<file path="src/rtl/srd_pkg.sv">
package srd_pkg;

    localparam int CRC_W  = 16;
    localparam int BYTE_W = 8;

    typedef enum logic [2:0] {
        PH_IDLE,
        PH_CMD,
        PH_ADDR,
        PH_STREAM,
        PH_SKIP
    } phase_e;

    typedef enum logic [1:0] {
        TX_HOLD,
        TX_LOAD_BYTE,
        TX_LOAD_WORD,
        TX_SHIFT
    } tx_op_e;

    // Serial-side events seen in the system clock domain
    typedef struct packed {
        logic sel;
        logic rise;
        logic fall;
        logic din;
    } spi_evt_t;

    // One bit of an MSB-first CRC register
    function automatic logic [CRC_W-1:0] crc_step(
        input logic [CRC_W-1:0] cur,
        input logic             bit_in,
        input logic [CRC_W-1:0] poly
    );
        logic fb;
        fb = cur[CRC_W-1] ^ bit_in;
        return {cur[CRC_W-2:0], 1'b0} ^ (fb ? poly : '0);
    endfunction

endpackage

</file>
<file path="src/rtl/srd_edge_sync.sv">
module srd_edge_sync
    import srd_pkg::*;
(
    input  logic     clk,
    input  logic     rst,
    input  logic     cs_n,
    input  logic     sck,
    input  logic     mosi,
    output spi_evt_t evt
);
    logic cs_q;
    logic sck_q1;
    logic sck_q2;
    logic mosi_q;

    always_ff @(posedge clk) begin
        if (rst) begin
            cs_q   <= 1'b1;
            sck_q1 <= 1'b0;
            sck_q2 <= 1'b0;
            mosi_q <= 1'b0;
        end else begin
            cs_q   <= cs_n;
            sck_q1 <= sck;
            sck_q2 <= sck_q1;
            mosi_q <= mosi;
        end
    end

    always_comb begin
        evt.sel  = ~cs_q;
        evt.rise = sck_q1 & ~sck_q2;
        evt.fall = ~sck_q1 & sck_q2;
        evt.din  = mosi_q;
    end

endmodule

</file>
<file path="src/rtl/srd_crc16.sv">
module srd_crc16
    import srd_pkg::*;
#(
    parameter logic [CRC_W-1:0] INIT = 16'hFFFF,
    parameter logic [CRC_W-1:0] POLY = 16'h1021
) (
    input  logic             clk,
    input  logic             rst,
    input  logic             clr,
    input  logic             en,
    input  logic             din,
    output logic [CRC_W-1:0] crc
);
    logic [CRC_W-1:0] crc_q;

    always_ff @(posedge clk) begin
        if (rst || clr) begin
            crc_q <= INIT;
        end else if (en) begin
            crc_q <= crc_step(crc_q, din, POLY);
        end
    end

    assign crc = crc_q;

endmodule

</file>
<file path="src/rtl/srd_tx_shifter.sv">
module srd_tx_shifter
    import srd_pkg::*;
#(
    parameter int W = CRC_W
) (
    input  logic              clk,
    input  logic              rst,
    input  tx_op_e            op,
    input  logic [BYTE_W-1:0] byte_in,
    input  logic [W-1:0]      word_in,
    output logic              msb,
    output logic              nxt_msb
);
    logic [W-1:0] sr_q;
    logic [W-1:0] sr_d;

    always_comb begin
        unique case (op)
            TX_LOAD_BYTE: sr_d = {byte_in, {(W-BYTE_W){1'b0}}};
            TX_LOAD_WORD: sr_d = word_in;
            TX_SHIFT:     sr_d = {sr_q[W-2:0], 1'b0};
            default:      sr_d = sr_q;
        endcase
    end

    always_ff @(posedge clk) begin
        if (rst) begin
            sr_q <= '0;
        end else begin
            sr_q <= sr_d;
        end
    end

    assign msb     = sr_q[W-1];
    assign nxt_msb = sr_d[W-1];

endmodule

</file>
<file path="src/rtl/secure_read_crc.sv">
module secure_read_crc
    import srd_pkg::*;
#(
    parameter int                 BURST_BYTES = 64,
    parameter int                 ADDR_W      = 16,
    parameter logic [BYTE_W-1:0]  OPCODE      = 8'h13,
    parameter logic [CRC_W-1:0]   CRC_INIT    = 16'hFFFF,
    parameter logic [CRC_W-1:0]   CRC_POLY    = 16'h1021
) (
    input  logic              clk,
    input  logic              rst,
    input  logic              cs_n,
    input  logic              sck,
    input  logic              mosi,
    output logic              miso,
    output logic              miso_oe,
    output logic              mem_req,
    output logic [ADDR_W-1:0] mem_addr,
    input  logic              mem_rvalid,
    input  logic [BYTE_W-1:0] mem_rdata
);
    localparam int HDR_BITS  = BYTE_W + ADDR_W;
    localparam int DATA_BITS = BURST_BYTES * BYTE_W;
    localparam int TX_SAT    = DATA_BITS + CRC_W + 1;
    localparam int RXC_W     = $clog2(HDR_BITS + 1);
    localparam int TXC_W     = $clog2(TX_SAT + 1);
    localparam int IDX_W     = $clog2(BURST_BYTES + 1);

    localparam logic [RXC_W-1:0] OP_LAST   = RXC_W'(BYTE_W - 1);
    localparam logic [RXC_W-1:0] HDR_LAST  = RXC_W'(HDR_BITS - 1);
    localparam logic [TXC_W-1:0] DATA_END  = TXC_W'(DATA_BITS);
    localparam logic [TXC_W-1:0] SAT_VAL   = TXC_W'(TX_SAT);
    localparam logic [IDX_W-1:0] IDX_END   = IDX_W'(BURST_BYTES);

    spi_evt_t           evt;
    phase_e             phase_q;
    logic [RXC_W-1:0]   rx_cnt;
    logic [ADDR_W-2:0]  rx_sr;
    logic [ADDR_W-1:0]  rx_next;
    logic [TXC_W-1:0]   tx_cnt;
    logic [IDX_W-1:0]   byte_idx;
    logic [ADDR_W-1:0]  base_addr;
    logic [BYTE_W-1:0]  buf_q;
    logic               oe_q;
    logic               req_q;
    logic [ADDR_W-1:0]  req_addr_q;

    logic               stream_fall;
    logic               in_data;
    logic               byte_start;
    tx_op_e             tx_op;
    logic               tx_msb;
    logic               tx_nxt;
    logic               crc_clr;
    logic               crc_en;
    logic               crc_din;
    logic [CRC_W-1:0]   crc_val;

    srd_edge_sync u_sync (
        .clk  (clk),
        .rst  (rst),
        .cs_n (cs_n),
        .sck  (sck),
        .mosi (mosi),
        .evt  (evt)
    );

    // Receive path: header bits arrive MSB first
    assign rx_next = {rx_sr, evt.din};

    // Transmit scheduling
    assign stream_fall = evt.sel && evt.fall && (phase_q == PH_STREAM);
    assign in_data     = tx_cnt < DATA_END;
    assign byte_start  = in_data && (tx_cnt[2:0] == 3'd0);

    always_comb begin
        tx_op = TX_HOLD;
        if (stream_fall) begin
            if (byte_start) begin
                tx_op = TX_LOAD_BYTE;
            end else if (tx_cnt == DATA_END) begin
                tx_op = TX_LOAD_WORD;
            end else begin
                tx_op = TX_SHIFT;
            end
        end
    end

    srd_tx_shifter #(.W(CRC_W)) u_tx (
        .clk     (clk),
        .rst     (rst),
        .op      (tx_op),
        .byte_in (buf_q),
        .word_in (crc_val),
        .msb     (tx_msb),
        .nxt_msb (tx_nxt)
    );

    // Check value: address bits on the way in, payload bits on the way out
    always_comb begin
        crc_clr = (phase_q == PH_IDLE) && evt.sel;
        crc_en  = 1'b0;
        crc_din = 1'b0;
        if (evt.sel && evt.rise && (phase_q == PH_ADDR)) begin
            crc_en  = 1'b1;
            crc_din = evt.din;
        end else if (stream_fall && in_data) begin
            crc_en  = 1'b1;
            crc_din = tx_nxt;
        end
    end

    srd_crc16 #(.INIT(CRC_INIT), .POLY(CRC_POLY)) u_crc (
        .clk (clk),
        .rst (rst),
        .clr (crc_clr),
        .en  (crc_en),
        .din (crc_din),
        .crc (crc_val)
    );

    // Sequencing and memory fetch
    always_ff @(posedge clk) begin
        if (rst) begin
            phase_q    <= PH_IDLE;
            rx_cnt     <= '0;
            rx_sr      <= '0;
            tx_cnt     <= '0;
            byte_idx   <= '0;
            base_addr  <= '0;
            buf_q      <= '0;
            oe_q       <= 1'b0;
            req_q      <= 1'b0;
            req_addr_q <= '0;
        end else begin
            req_q <= 1'b0;
            if (mem_rvalid) begin
                buf_q <= mem_rdata;
            end
            if (!evt.sel) begin
                phase_q <= PH_IDLE;
                oe_q    <= 1'b0;
            end else begin
                unique case (phase_q)
                    PH_IDLE: begin
                        phase_q  <= PH_CMD;
                        rx_cnt   <= '0;
                        tx_cnt   <= '0;
                        byte_idx <= '0;
                    end
                    PH_CMD: begin
                        if (evt.rise) begin
                            rx_sr  <= rx_next[ADDR_W-2:0];
                            rx_cnt <= rx_cnt + 1'b1;
                            if (rx_cnt == OP_LAST) begin
                                phase_q <= (rx_next[BYTE_W-1:0] == OPCODE) ? PH_ADDR : PH_SKIP;
                            end
                        end
                    end
                    PH_ADDR: begin
                        if (evt.rise) begin
                            rx_sr  <= rx_next[ADDR_W-2:0];
                            rx_cnt <= rx_cnt + 1'b1;
                            if (rx_cnt == HDR_LAST) begin
                                base_addr  <= rx_next;
                                req_q      <= 1'b1;
                                req_addr_q <= rx_next;
                                byte_idx   <= IDX_W'(1);
                                phase_q    <= PH_STREAM;
                            end
                        end
                    end
                    PH_STREAM: begin
                        if (evt.fall) begin
                            oe_q <= 1'b1;
                            if (tx_cnt != SAT_VAL) begin
                                tx_cnt <= tx_cnt + 1'b1;
                            end
                            if (byte_start && (byte_idx != IDX_END)) begin
                                req_q      <= 1'b1;
                                req_addr_q <= base_addr + ADDR_W'(byte_idx);
                                byte_idx   <= byte_idx + 1'b1;
                            end
                        end
                    end
                    default: ;
                endcase
            end
        end
    end

    assign miso     = tx_msb;
    assign miso_oe  = oe_q & ~cs_n;
    assign mem_req  = req_q;
    assign mem_addr = req_addr_q;

endmodule

</file>
<file path="config.mk">
export PLATFORM = sky130hd
export DESIGN_NAME = secure_read_crc
export DESIGN_NICKNAME = d
export VERILOG_FILES = /design/src/rtl/srd_pkg.sv /design/src/rtl/srd_edge_sync.sv /design/src/rtl/srd_crc16.sv /design/src/rtl/srd_tx_shifter.sv /design/src/rtl/secure_read_crc.sv
export SDC_FILE = /design/constraint.sdc
export NUM_CORES = 1
export LEC_CHECK = 0
export BUFFER_PORTS_ARGS = -buffer_cell sky130_fd_sc_hd__buf_2
export CAP_MARGIN = 0
export CORE_ASPECT_RATIO = 2
export CORE_MARGIN = 1
export CORE_UTILIZATION = 50
export CTS_CLUSTER_SIZE = 20
export DETAILED_ROUTE_END_ITERATION = 7
export PLACE_DENSITY = 0.73
export SLEW_MARGIN = 0
export SYNTH_ARGS = -nofsm -noshare
export SYNTH_HDL_FRONTEND = slang
export SYNTH_SLANG_ARGS = --single-unit
</file>
<file path="constraint.sdc">
create_clock -name clk -period 2.5 [get_ports clk]
set_input_delay 0.5 -clock clk [delete_from_list [all_inputs] [get_ports clk]]
set_output_delay 0.5 -clock clk [all_outputs]
set_load 0.03 [all_outputs]
</file>
==> metrics.cfg <==
[hold_path]
hp-class = primary input to register
min_from = cs_n

[synthesis]
async_flop_share = 0
ys_seq_area_frac = 0.4242
synth_edf_count = 0
synth_ff_type = dfxtp_1
synth_seq_cells = 118
ys_warn_count = 0
ys_types = 61
synth_cells = 670
syn_area_mm2 = 0.005569
syn_nets = 698
synth_area_per_cell_um2 = 8.312

[power_and_ir_drop]
power.sequential.fraction = 0.439
power_mw = 4.342
p_sw_frac = 0.2269
p_int_mw = 3.357
power.density_mw_per_mm2 = 660.0
comb_power_share = 0.025
leakage_nw = 2.540
clockPowerShare = 0.537
ir_worst_vdd_v = 0.0006151
p_switching_mw = 0.9853

[die]
fp-row-count = 54
die_x_um = 76.63
pin_count = 33
die-area_mm2 = 0.01159
die_h_um = 151.3
initial_core_util = 0.5120
core-area_mm2 = 0.01088

[clock_network]
cts.sinks = 118
clock_path_buffers = 2
cts_hold_buf = 0
htreeDepth = 4
cts_tree = yes
clk_latency_ps = 420
cts-root-buf = clkbuf_16
cts_buffers = 17
path_clk_slew_ps = 60

[detailed_routing]
num_vias = 4823
wl_mm = 12.93
drtPass1Iterations = 5
first_iter_violations = 236
avgViaCountPerCell = 5.576
detail-route-antenna-nets = 0
wire_per_inst_um = 14.95
drc_errors = 0

[timing]
hold_slack_ps = 284.3
period_share = 0.9292
drv_slew = 0
finClkSkew_ps = 10.57
rsz0062_at_grt = false
max_slew_margin = 0.5590
fmax_mhz = 430.5
tightest_slew_ps = 661.5
fin_crit_ps = 2323
final.setup.tns_ps = 0
finalSetupViolations = 0
finalHoldViolCount = 0

[place]
dp.cells = 832
dp_hpwl_mm = 9.202
port_buffers = 32
place_congestion = 0.9177

[critical_path]
critical_path_required_ps = 2800
worstReg2RegEnd = u_crc.crc[5]$_SDFFE_PP1P_
max_stage_delay_ps = 430
cp-startpoint = tx_cnt[1]$_SDFFE_PP0P_
crit_chain = inv_1 -> ha_1 -> or3b_4 -> mux2i_4 -> and4_1 -> nor4_4 -> nor4b_1 -> nor3_1
r2r_start = tx_cnt[1]$_SDFFE_PP0P_
r2r_setup_slack_ps = 180
path_depth = 8
critical-path-top-delay-family = simple AND/OR/NAND/NOR gates
reg2reg_depth = 8
end_kind = register
crit_arrival_ps = 2620
critPathBufInv = 1
path_class = register to register
worstSetupEndpoint = u_crc.crc[5]$_SDFFE_PP1P_
slowest_stage = or3b_4
crit_path_max_fanout = 5
critPathLaunchType = register

[global_route]
grt.total_usage = 0.2362
grt_max_degree = 89
grt_pass1_vias = 4704
grt_pass1_wl_mm = 21.31
grt_overflow = 0
antenna_found_initial = 0

[layout]
num_antenna_cells = 0
drive_gt1_frac = 0.1572
syn2layout_area_growth_pct = 18.13
fin_cells = 865
final_nets = 740
fillerInstances = 950

[run_status]
status = completed

[run]
drv_cap = 0

==> worst register-to-register path, delay by kind of cell (launching register included) <==
family | cells | cell delay [ps]
DFF | 1 | 340
adders and majority gates | 1 | 170
and+or+nand+nor | 5 | 1370
muxes | 1 | 220
buffers and inverters | 1 | 110
==> flip-flops by register name, indices dropped and copies added (netlist names) <==
| signal | cells |
|---|---|
| rx_cnt | 5 |
| rx_sr | 15 |
| buf_q | 8 |
| u_crc.crc | 16 |
| mem_addr | 16 |
| u_sync.cs_q | 1 |
| u_sync.mosi_q | 1 |
| byte_idx | 7 |
| tx_cnt | 10 |
| mem_req | 1 |
| u_sync.sck_q2 | 1 |
| u_sync.sck_q1 | 1 |
| base_addr | 16 |
| oe_q | 1 |
| u_tx.sr_q | 16 |
| phase_q | 3 |
==> stage by stage <==
| step | util | instance area [µm²] | setup slack, ps |
|---|---|---|---|
| 6_report | 0.6048 | 6579 | 177.1 |
| 4_1_cts | 0.6024 | 6553 | 68.38 |
| 3_3_place_gp | 0.5493 | 5976 | 182.7 |
| 3_5_place_dp | 0.5493 | 5976 | 98.46 |
| 2_1_floorplan | - | 5569 | 270.7 |
| 5_1_grt | 0.6048 | 6579 | 26.53 |
==> worst min path at each step <==
stage | to | slack, ps | depth (start not counted)
after floorplan | base_addr[2]$_SDFFE_PP0P_ | 440 | 2
after global placement | mem_addr[3]$_SDFFE_PP0P_ | 440 | 2
after detailed placement | mem_addr[3]$_SDFFE_PP0P_ | 450 | 2
after CTS | u_sync.cs_q$_SDFF_PP1_ | 270 | 2
after global routing | u_sync.cs_q$_SDFF_PP1_ | 280 | 2
final | u_sync.cs_q$_SDFF_PP1_ | 280 | 2
==> routing by layer <==
layer	global-route usage	wire [µm]
met1	0.2129	4823
met2	0.4640	7203
met3	0.05783	398
met4	0.1442	506
met5	0	0
==> cells in the final DEF (no fill, tap or decap), types with 13 or more instances in the layout <==
| cell | instances |
|---|---|
| a211oi_1 | 14 |
| a21oi_1 | 60 |
| buf_2 | 32 |
| buf_4 | 30 |
| clkbuf_16 | 17 |
| dfxtp_1 | 117 |
| ha_1 | 13 |
| mux2i_1 | 33 |
| nand2_1 | 97 |
| nand3_1 | 23 |
| nor2_1 | 107 |
| nor3_1 | 14 |
| o21ai_0 | 16 |
| xnor2_1 | 15 |
==> cell families after synthesis <==
group           count (synthesis)  synth area share
xor+xnor                       23           0.03617
buf+inv                        51           0.03842
flops                         118            0.4242
simple gates                  307            0.2660
compound gates                122            0.1371
fa+ha+maj                      14           0.03280
mux                            35           0.06538
==> final cells by class <==
| cell class | count | area (µm²) | area share |
|---|---|---|---|
| Multi-Input combinational cell | 501 | 3017 | 0.4585 |
| Sequential cell | 118 | 2364 | 0.3593 |
| Clock buffer | 19 | 452.9 | 0.06885 |
| Timing Repair Buffer | 63 | 405.4 | 0.06162 |
| Tap cell | 140 | 175.2 | 0.02663 |
| Clock inverter | 13 | 123.9 | 0.01883 |
| Inverter | 11 | 41.29 | 0.006276 |
==> cell usage after synthesis, drive strengths merged (2+ instances only) <==
| cell | count | area share |
|---|---|---|
| dfxtp | 118 | 0.42 |
| nor2 | 107 | 0.072 |
| nand2 | 97 | 0.065 |
| a21oi | 60 | 0.054 |
| mux2i | 34 | 0.063 |
| clkbuf | 28 | 0.019 |
| nand3 | 23 | 0.021 |
| o21ai | 17 | 0.015 |
| nor3 | 15 | 0.016 |
| xnor2 | 15 | 0.024 |
| a211oi | 14 | 0.019 |
| ha | 13 | 0.029 |
| buf | 12 | 0.012 |
| inv | 11 | 0.0074 |
| nand4 | 9 | 0.010 |
| xor2 | 8 | 0.013 |
| nor2b | 7 | 0.0079 |
| nand3b | 6 | 0.0081 |
| nor4 | 6 | 0.012 |
| nor4b | 6 | 0.013 |
| o211ai | 6 | 0.0081 |
| or3 | 6 | 0.0067 |
| and3 | 5 | 0.0056 |
| nand2b | 5 | 0.0056 |
| o21a | 5 | 0.0070 |
| a311oi | 3 | 0.0047 |
| and4 | 3 | 0.0047 |
| nor3b | 3 | 0.0058 |
| o41ai | 3 | 0.0047 |
| a21o | 2 | 0.0027 |
| a31oi | 2 | 0.0034 |
| a32oi | 2 | 0.0031 |
| nand4b | 2 | 0.0031 |
| o2111ai | 2 | 0.0031 |
| or2 | 2 | 0.0022 |
==> power by group through the flow <==
| stage | logic [mW] | clock network (mW) | registers, mW |
|---|---|---|---|
| after floorplan | 0.0755 | 0 | 1.94 |
| after global placement | 0.103 | 0 | 1.94 |
| after detailed placement | 0.105 | 0 | 1.94 |
| after CTS | 0.107 | 2.36 | 1.90 |
| after global routing | 0.116 | 2.46 | 1.90 |
| final | 0.107 | 2.33 | 1.90 |
==> repair_timing <==
| item | in CTS | in global routing |
|---|---|---|
| setup endpoints to repair | 0 | 8 |
| resized for setup | 0 | 4 |
| setup buffers | 0 | 1 |
(Power assumes the default switching activity.)
